===== src/rtl/i2c_slv_pkg.sv =====
package i2c_slv_pkg;
  typedef enum logic [3:0] {
    ST_IDLE,
    ST_ADDR,
    ST_AACK,
    ST_RX,
    ST_RACK,
    ST_RHOLD,
    ST_TX,
    ST_TACK,
    ST_THOLD,
    ST_IGNORE
  } slv_state_t;
endpackage


===== src/rtl/i2c_slv_sync.sv =====
module i2c_slv_sync #(
  parameter int STAGES = 2
) (
  input  logic clk,
  input  logic rst_n,
  input  logic scl_i,
  input  logic sda_i,
  output logic scl_s,
  output logic sda_s,
  output logic scl_rise,
  output logic scl_fall,
  output logic start_det,
  output logic stop_det
);
  logic [STAGES-1:0] scl_ch;
  logic [STAGES-1:0] sda_ch;
  logic              scl_q;
  logic              sda_q;

  always_ff @(posedge clk or negedge rst_n) begin
    if (!rst_n) begin
      scl_ch <= '1;
      sda_ch <= '1;
      scl_q  <= 1'b1;
      sda_q  <= 1'b1;
    end else begin
      scl_ch <= {scl_ch[STAGES-2:0], scl_i};
      sda_ch <= {sda_ch[STAGES-2:0], sda_i};
      scl_q  <= scl_s;
      sda_q  <= sda_s;
    end
  end

  assign scl_s     = scl_ch[STAGES-1];
  assign sda_s     = sda_ch[STAGES-1];
  assign scl_rise  = scl_s & ~scl_q;
  assign scl_fall  = ~scl_s & scl_q;
  assign start_det = scl_s & scl_q & sda_q & ~sda_s;
  assign stop_det  = scl_s & scl_q & ~sda_q & sda_s;
endmodule


===== src/rtl/i2c_slv_engine.sv =====
module i2c_slv_engine
  import i2c_slv_pkg::*;
#(
  parameter int DATA_W = 8
) (
  input  logic              clk,
  input  logic              rst_n,
  input  logic              sda_s,
  input  logic              scl_rise,
  input  logic              scl_fall,
  input  logic              start_det,
  input  logic              stop_det,
  input  logic [DATA_W-2:0] own_addr,
  input  logic              ack_en,
  input  logic              gc_en,
  input  logic              tx_full,
  input  logic [DATA_W-1:0] tx_byte,
  input  logic              rxne,
  output logic              scl_oe,
  output logic              sda_oe,
  output logic              addr_evt,
  output logic              addr_rw,
  output logic              rx_push,
  output logic [DATA_W-1:0] rx_byte,
  output logic              tx_take,
  output logic              nack_evt,
  output logic              stop_evt,
  output logic              stall
);
  localparam int CW = $clog2(DATA_W + 1);
  localparam logic [CW-1:0] CNT_FULL = CW'(DATA_W);
  localparam logic [CW-1:0] CNT_LAST = CW'(DATA_W - 1);

  slv_state_t        state;
  logic [DATA_W-1:0] sr;
  logic [CW-1:0]     cnt;
  logic              rw_q;
  logic              mack_q;
  logic              active;

  function automatic logic addr_hit(input logic [DATA_W-1:0] ab,
                                    input logic [DATA_W-2:0] own,
                                    input logic gc);
    return (ab[DATA_W-1:1] == own) || (gc && (ab == '0));
  endfunction

  logic byte_done;
  logic hit;
  logic tx_need;
  logic rx_done;

  assign byte_done = scl_fall && (cnt == CNT_FULL);
  assign hit       = addr_hit(sr, own_addr, gc_en);
  assign addr_evt  = (state == ST_ADDR) && byte_done && hit && ack_en;
  assign addr_rw   = sr[0];
  assign tx_need   = scl_fall && (((state == ST_AACK) && rw_q) ||
                                  ((state == ST_TACK) && mack_q));
  assign tx_take   = (tx_need || (state == ST_THOLD)) && tx_full;
  assign rx_done   = (state == ST_RX) && byte_done;
  assign rx_push   = (rx_done || (state == ST_RHOLD)) && !rxne;
  assign rx_byte   = sr;
  assign nack_evt  = (state == ST_TACK) && scl_fall && !mack_q;
  assign stop_evt  = stop_det && active;
  assign stall     = (state == ST_RHOLD) || (state == ST_THOLD);

  always_ff @(posedge clk or negedge rst_n) begin
    if (!rst_n) begin
      state  <= ST_IDLE;
      sr     <= '0;
      cnt    <= '0;
      rw_q   <= 1'b0;
      mack_q <= 1'b0;
      active <= 1'b0;
      scl_oe <= 1'b0;
      sda_oe <= 1'b0;
    end else if (start_det) begin
      state  <= ST_ADDR;
      cnt    <= '0;
      active <= 1'b0;
      scl_oe <= 1'b0;
      sda_oe <= 1'b0;
    end else if (stop_det) begin
      state  <= ST_IDLE;
      active <= 1'b0;
      scl_oe <= 1'b0;
      sda_oe <= 1'b0;
    end else begin
      case (state)
        ST_ADDR: begin
          if (scl_rise) begin
            sr  <= {sr[DATA_W-2:0], sda_s};
            cnt <= cnt + 1'b1;
          end else if (byte_done) begin
            if (hit && ack_en) begin
              sda_oe <= 1'b1;
              rw_q   <= sr[0];
              active <= 1'b1;
              state  <= ST_AACK;
            end else begin
              state <= ST_IGNORE;
            end
          end
        end
        ST_AACK, ST_TACK: begin
          if (state == ST_TACK && scl_rise) begin
            mack_q <= ~sda_s;
          end else if (scl_fall) begin
            sda_oe <= 1'b0;
            cnt    <= '0;
            if (tx_need) begin
              if (tx_full) begin
                sr     <= tx_byte;
                sda_oe <= ~tx_byte[DATA_W-1];
                state  <= ST_TX;
              end else begin
                scl_oe <= 1'b1;
                state  <= ST_THOLD;
              end
            end else if (state == ST_AACK) begin
              state <= ST_RX;
            end else begin
              state <= ST_IGNORE;
            end
          end
        end
        ST_THOLD: begin
          if (tx_full) begin
            sr     <= tx_byte;
            sda_oe <= ~tx_byte[DATA_W-1];
            scl_oe <= 1'b0;
            cnt    <= '0;
            state  <= ST_TX;
          end
        end
        ST_TX: begin
          if (scl_fall) begin
            if (cnt == CNT_LAST) begin
              sda_oe <= 1'b0;
              state  <= ST_TACK;
            end else begin
              sr     <= sr << 1;
              sda_oe <= ~sr[DATA_W-2];
              cnt    <= cnt + 1'b1;
            end
          end
        end
        ST_RX: begin
          if (scl_rise) begin
            sr  <= {sr[DATA_W-2:0], sda_s};
            cnt <= cnt + 1'b1;
          end else if (byte_done) begin
            if (!rxne) begin
              sda_oe <= ack_en;
              state  <= ST_RACK;
            end else begin
              scl_oe <= 1'b1;
              state  <= ST_RHOLD;
            end
          end
        end
        ST_RHOLD: begin
          if (!rxne) begin
            sda_oe <= ack_en;
            scl_oe <= 1'b0;
            state  <= ST_RACK;
          end
        end
        ST_RACK: begin
          if (scl_fall) begin
            sda_oe <= 1'b0;
            cnt    <= '0;
            state  <= ST_RX;
          end
        end
        default: ;
      endcase
    end
  end
endmodule


===== src/rtl/i2c_slv_flags.sv =====
module i2c_slv_flags #(
  parameter int DATA_W = 8
) (
  input  logic              clk,
  input  logic              rst_n,
  input  logic              addr_evt,
  input  logic              addr_rw,
  input  logic              rx_push,
  input  logic [DATA_W-1:0] rx_byte,
  input  logic              tx_take,
  input  logic              nack_evt,
  input  logic              stop_evt,
  input  logic              stall,
  input  logic              stat_rd,
  input  logic              rx_rd,
  input  logic              tx_wr,
  input  logic [DATA_W-1:0] tx_din,
  input  logic              evt_ie,
  output logic [DATA_W-1:0] rx_dout,
  output logic [DATA_W-1:0] tx_byte,
  output logic              tx_full,
  output logic              flag_addr,
  output logic              flag_tra,
  output logic              flag_txe,
  output logic              flag_rxne,
  output logic              flag_af,
  output logic              flag_stopf,
  output logic              flag_btf,
  output logic              evt_irq
);
  always_ff @(posedge clk or negedge rst_n) begin
    if (!rst_n) begin
      flag_addr  <= 1'b0;
      flag_tra   <= 1'b0;
      flag_rxne  <= 1'b0;
      flag_af    <= 1'b0;
      flag_stopf <= 1'b0;
      tx_full    <= 1'b0;
      rx_dout    <= '0;
      tx_byte    <= '0;
    end else begin
      if (addr_evt)     flag_addr <= 1'b1;
      else if (stat_rd) flag_addr <= 1'b0;

      if (nack_evt)     flag_af <= 1'b1;
      else if (stat_rd) flag_af <= 1'b0;

      if (stop_evt)     flag_stopf <= 1'b1;
      else if (stat_rd) flag_stopf <= 1'b0;

      if (addr_evt)      flag_tra <= addr_rw;
      else if (stop_evt) flag_tra <= 1'b0;

      if (rx_push) begin
        flag_rxne <= 1'b1;
        rx_dout   <= rx_byte;
      end else if (rx_rd) begin
        flag_rxne <= 1'b0;
      end

      if (tx_wr) begin
        tx_full <= 1'b1;
        tx_byte <= tx_din;
      end else if (tx_take || stop_evt) begin
        tx_full <= 1'b0;
      end
    end
  end

  assign flag_txe = flag_tra & ~tx_full;
  assign flag_btf = stall;
  assign evt_irq  = evt_ie & (flag_addr | flag_rxne | flag_txe | flag_stopf | flag_af);
endmodule


===== src/rtl/i2c_slave_ctrl.sv =====
module i2c_slave_ctrl #(
  parameter int DATA_W      = 8,
  parameter int SYNC_STAGES = 2
) (
  input  logic              clk,
  input  logic              rst_n,
  input  logic              scl_i,
  input  logic              sda_i,
  output logic              scl_oe,
  output logic              sda_oe,
  input  logic [DATA_W-2:0] own_addr,
  input  logic              ack_en,
  input  logic              gc_en,
  input  logic              evt_ie,
  input  logic              tx_wr,
  input  logic [DATA_W-1:0] tx_din,
  input  logic              rx_rd,
  output logic [DATA_W-1:0] rx_dout,
  input  logic              stat_rd,
  output logic              flag_addr,
  output logic              flag_tra,
  output logic              flag_txe,
  output logic              flag_rxne,
  output logic              flag_af,
  output logic              flag_stopf,
  output logic              flag_btf,
  output logic              evt_irq
);
  logic              scl_s, sda_s, scl_rise, scl_fall, start_det, stop_det;
  logic              addr_evt, addr_rw, rx_push, tx_take, nack_evt, stop_evt, stall;
  logic              tx_full;
  logic [DATA_W-1:0] rx_byte, tx_byte;

  i2c_slv_sync #(.STAGES(SYNC_STAGES)) u_sync (
    .clk(clk), .rst_n(rst_n), .scl_i(scl_i), .sda_i(sda_i),
    .scl_s(scl_s), .sda_s(sda_s), .scl_rise(scl_rise), .scl_fall(scl_fall),
    .start_det(start_det), .stop_det(stop_det)
  );

  i2c_slv_engine #(.DATA_W(DATA_W)) u_eng (
    .clk(clk), .rst_n(rst_n), .sda_s(sda_s), .scl_rise(scl_rise),
    .scl_fall(scl_fall), .start_det(start_det), .stop_det(stop_det),
    .own_addr(own_addr), .ack_en(ack_en), .gc_en(gc_en),
    .tx_full(tx_full), .tx_byte(tx_byte), .rxne(flag_rxne),
    .scl_oe(scl_oe), .sda_oe(sda_oe), .addr_evt(addr_evt), .addr_rw(addr_rw),
    .rx_push(rx_push), .rx_byte(rx_byte), .tx_take(tx_take),
    .nack_evt(nack_evt), .stop_evt(stop_evt), .stall(stall)
  );

  i2c_slv_flags #(.DATA_W(DATA_W)) u_flags (
    .clk(clk), .rst_n(rst_n), .addr_evt(addr_evt), .addr_rw(addr_rw),
    .rx_push(rx_push), .rx_byte(rx_byte), .tx_take(tx_take),
    .nack_evt(nack_evt), .stop_evt(stop_evt), .stall(stall),
    .stat_rd(stat_rd), .rx_rd(rx_rd), .tx_wr(tx_wr), .tx_din(tx_din),
    .evt_ie(evt_ie), .rx_dout(rx_dout), .tx_byte(tx_byte), .tx_full(tx_full),
    .flag_addr(flag_addr), .flag_tra(flag_tra), .flag_txe(flag_txe),
    .flag_rxne(flag_rxne), .flag_af(flag_af), .flag_stopf(flag_stopf),
    .flag_btf(flag_btf), .evt_irq(evt_irq)
  );
endmodule


===== config.mk =====
export PLATFORM = sky130hd
export DESIGN_NAME = i2c_slave_ctrl
export DESIGN_NICKNAME = d
export VERILOG_FILES = /design/src/rtl/i2c_slv_pkg.sv /design/src/rtl/i2c_slv_sync.sv /design/src/rtl/i2c_slv_engine.sv /design/src/rtl/i2c_slv_flags.sv /design/src/rtl/i2c_slave_ctrl.sv
export SDC_FILE = /design/constraint.sdc
export NUM_CORES = 1
export LEC_CHECK = 0
export BUFFER_PORTS_ARGS = -buffer_cell sky130_fd_sc_hd__clkbuf_2
export CORE_AREA = 2 2 76 78
export CTS_CLUSTER_SIZE = 28
export DETAILED_ROUTE_END_ITERATION = 12
export DIE_AREA = 0 0 78 80
export PLACE_DENSITY = 0.76
export SETUP_SLACK_MARGIN = 0.5
export SYNTH_ARGS = -nofsm -noshare
export SYNTH_HDL_FRONTEND = slang
export SYNTH_HIERARCHICAL = 1
export SYNTH_SLANG_ARGS = --single-unit

===== constraint.sdc =====
create_clock -name clk -period 3.35 [get_ports clk]
set_clock_uncertainty 0.15 [all_clocks]
set_input_delay 0.335 -clock clk [delete_from_list [all_inputs] [get_ports clk]]
set_output_delay 0.335 -clock clk [all_outputs]
set_load 0.05 [all_outputs]

==> impl_metrics.tcl <==
set metrics [dict create \
    synth_edf_count 0 \
    status "finished, final reports clean" \
    coreArea_um2 5410 \
    yosys.area_share.simple_pct 21.8 \
    r2r_start "u_sync/scl_ch[1]" \
    rsz0062_at_grt "no" \
    cts_tree "done" \
    place_ws_ns 0.663 \
    synth_top_area_cell "dfrtp_1" \
    wl_per_cell_um 17.2 \
    worstPathArrival_ns 2.77 \
    max_cap_viol_count 0 \
    post_route_cells_drive_above_1_share_pct 28.8 \
    nFillCells 455 \
    synth_compound_area_share_pct 18.4 \
    root_buffer "clkbuf_8" \
    rr_endpoint "u_eng/sda_oe" \
    place_congestion 0.954 \
    vias 2451 \
    dieArea_um2 6240 \
    synthCells 299 \
    drtIter0Drc 122 \
    synth_top_family_by_area "simple AND/OR/NAND/NOR gates" \
    overflow 0 \
    holdPathStages 2 \
    period_needed_ns 2.73 \
    cts_setup_buffers 0 \
    grt_pass1_vias 2451 \
    fin_ws_ns 0.620 \
    ys.flop_type "dfrtp_1" \
    detail-route-antenna-nets 0 \
    synth_cell_types 76 \
    antenna_found_initial 0 \
    report.final.slew_viol_count 0 \
    worstRegToRegCells 7 \
    place_hpwl_um 5140 \
    synthMuxAreaShare_pct 9.17 \
    path_max_fanout 7 \
    grt_use_total_pct 24.1 \
    io_pins 43 \
    die_h_um 80 \
    clock_latency_ns 0.30 \
    areaGrowthSynthToFinish_pct 10.1 \
    antennaDiodeCount 0 \
    tightest_slew_ns 0.954 \
    yosysMostFrequentCell "dfrtp_1" \
    yosys_register_bits 49 \
    p_leak_nw 1.48 \
    synth_xor_xnor_area_share_pct 2.03 \
    io_buffers 42 \
    synth_fa_ha_area_share_pct 0.830 \
    vdd_ir_drop_max_mv 0.521 \
    start_util_pct 55.8 \
    cp-start-kind "register" \
    drtPass1Iterations 4 \
    nNetsFinal 366 \
    syn_nets 326 \
    clk_path_buf_depth 2 \
    ys_async_sr_fraction_pct 100 \
    hold_path_end "u_flags/tx_byte[1]" \
    hold_viol_final 0 \
    slew_headroom_pct 36.4 \
    h-tree-depth 2 \
    setup_violations 0 \
    cp-end-kind "register" \
    syn_area_um2 3010 \
    min_path_type "input port to register" \
    crit_required_ns 3.39 \
    syn_avg_cell_area_um2 10.1 \
    seq_area_frac_synth_pct 40.9 \
    finalInstanceArea_um2 3320 \
    grt_max_degree 32 \
    cts_buffers 5 \
    viasPerCell 5.95 \
    power_density_nw_per_um2 764 \
    setup-tns-final_ns 0 \
    drc 0 \
    ys_top_cells_by_count "dfrtp_1, nand2_1, a21oi_1" \
    rrSetupSlack_ns 0.62 \
    cts.sinks 49 \
    placed_area_um2 3200 \
    die_w_um 78 \
    critical_path_class "register to register" \
    yosysWarnings 6 \
    hold_start "tx_din[1]" \
    yosysTopAreaCellShare_pct 35.7 \
    wl_um 7090 \
    fmax_mhz 366 \
    row_count 27 \
    ys_top_cells_by_area "dfrtp_1, mux2_2, dfstp_2" \
    min_period_over_period_pct 81.5 \
    clk_pin_slew_worst_paths_ns 0.08 \
    grt_pass1_wl_um 11800 \
]
==> layout make-up <==
type,count,area (um2),area share [%]
multi-input combinational,221,1580,47.5
sequential,49,1230,37.2
timing repair buffer,53,300,9.05
tap,72,90.1,2.71
clock buffer,7,76.3,2.30
inverter,9,33.8,1.02
clock inverter,1,7.51,0.226
==> power breakdown <==
part	switching, mW	internal (mW)
combinational	0.729	0.472
sequential	0.253	0.741
clock	0.192	0.148
==> sequential cells by signal, indices dropped and copies added (netlist names), 2 cells and up <==
register / flops
u_flags/rx_dout: 8
u_flags/tx_byte: 8
u_eng/cnt: 4
u_eng/state: 4
u_sync/scl_ch: 2
u_eng/rx_byte: 8
u_sync/sda_ch: 2
==> logic make-up after synthesis <==
| logic type | after synthesis |
|---|---|
| AOI/OAI and AO/OA | 80 |
| xor gates and xnor gates | 7 |
| muxes | 25 |
| DFF | 49 |
| and+or+nand+nor | 107 |
| adders and majority gates | 2 |
| buffers and inverters | 29 |
==> worst max-delay path by stage <==
stage,slack [ns],end,cells after the start,startpoint
5_1_grt,0.54,u_eng/sda_oe,7,u_sync/scl_ch[1]
6_report,0.62,u_eng/sda_oe,7,u_sync/scl_ch[1]
3_3_place_gp,0.72,u_eng/scl_oe,7,u_sync/scl_ch[1]
2_1_floorplan,0.89,evt_irq,2,u_flags/flag_tra
4_1_cts,0.64,u_eng/sda_oe,7,u_sync/scl_ch[1]
3_5_place_dp,0.66,u_eng/sda_oe,7,u_sync/scl_ch[1]
==> worst max-delay path: stages (launching register included) <==
cell and delay (ns):
dfstp_2 0.56, nor2b_1 0.49, or4bb_1 0.53, a21oi_1 0.20
o21ai_1 0.14, or2b_4 0.26, nor3_1 0.04, a22o_1 0.24
==> layer usage <==
layer  share of wire [%]  track usage, %  up-vias
li1                    -               -     1167
met1                  43            30.8     1199
met2                  50            41.1       70
met3                 5.0            4.19       15
met4                 1.8            8.42        0
met5                   0               0        -
==> cells in the final DEF, fill, tap and decap left out, drive strengths merged, types with 7 or more instances in the layout <==
master  count
nand2      29
mux2i       7
clkbuf     49
nor3        9
buf         8
dfrtp      43
mux2       18
a21o        8
o21ai      21
inv         9
nor2       13
a21oi      18
xnor2       7
==> what timing repair did <==
| action | in CTS | in global routing |
|---|---|---|
| setup endpoints to repair | 0 | 1 |
| gates resized for setup | 0 | 1 |
| hold endpoints to repair | 18 | 0 |
| hold buffers | 3 | 0 |
==> metrics by stage <==
| step | hold slack, ns | utilization [%] | power [mW] | std cells |
|---|---|---|---|---|
| after floorplan | -0.111 | - | 1.95 | 299 |
| after global placement | 0.196 | 59.3 | 2.15 | 401 |
| after detailed placement | 0.197 | 59.3 | 2.19 | 401 |
| after CTS | 0.105 | 61.4 | 2.54 | 412 |
| after global routing | 0.119 | 61.4 | 2.69 | 412 |
| final | 0.114 | 61.4 | 2.54 | 412 |
Note: power is estimated with default switching activity, not from simulation.
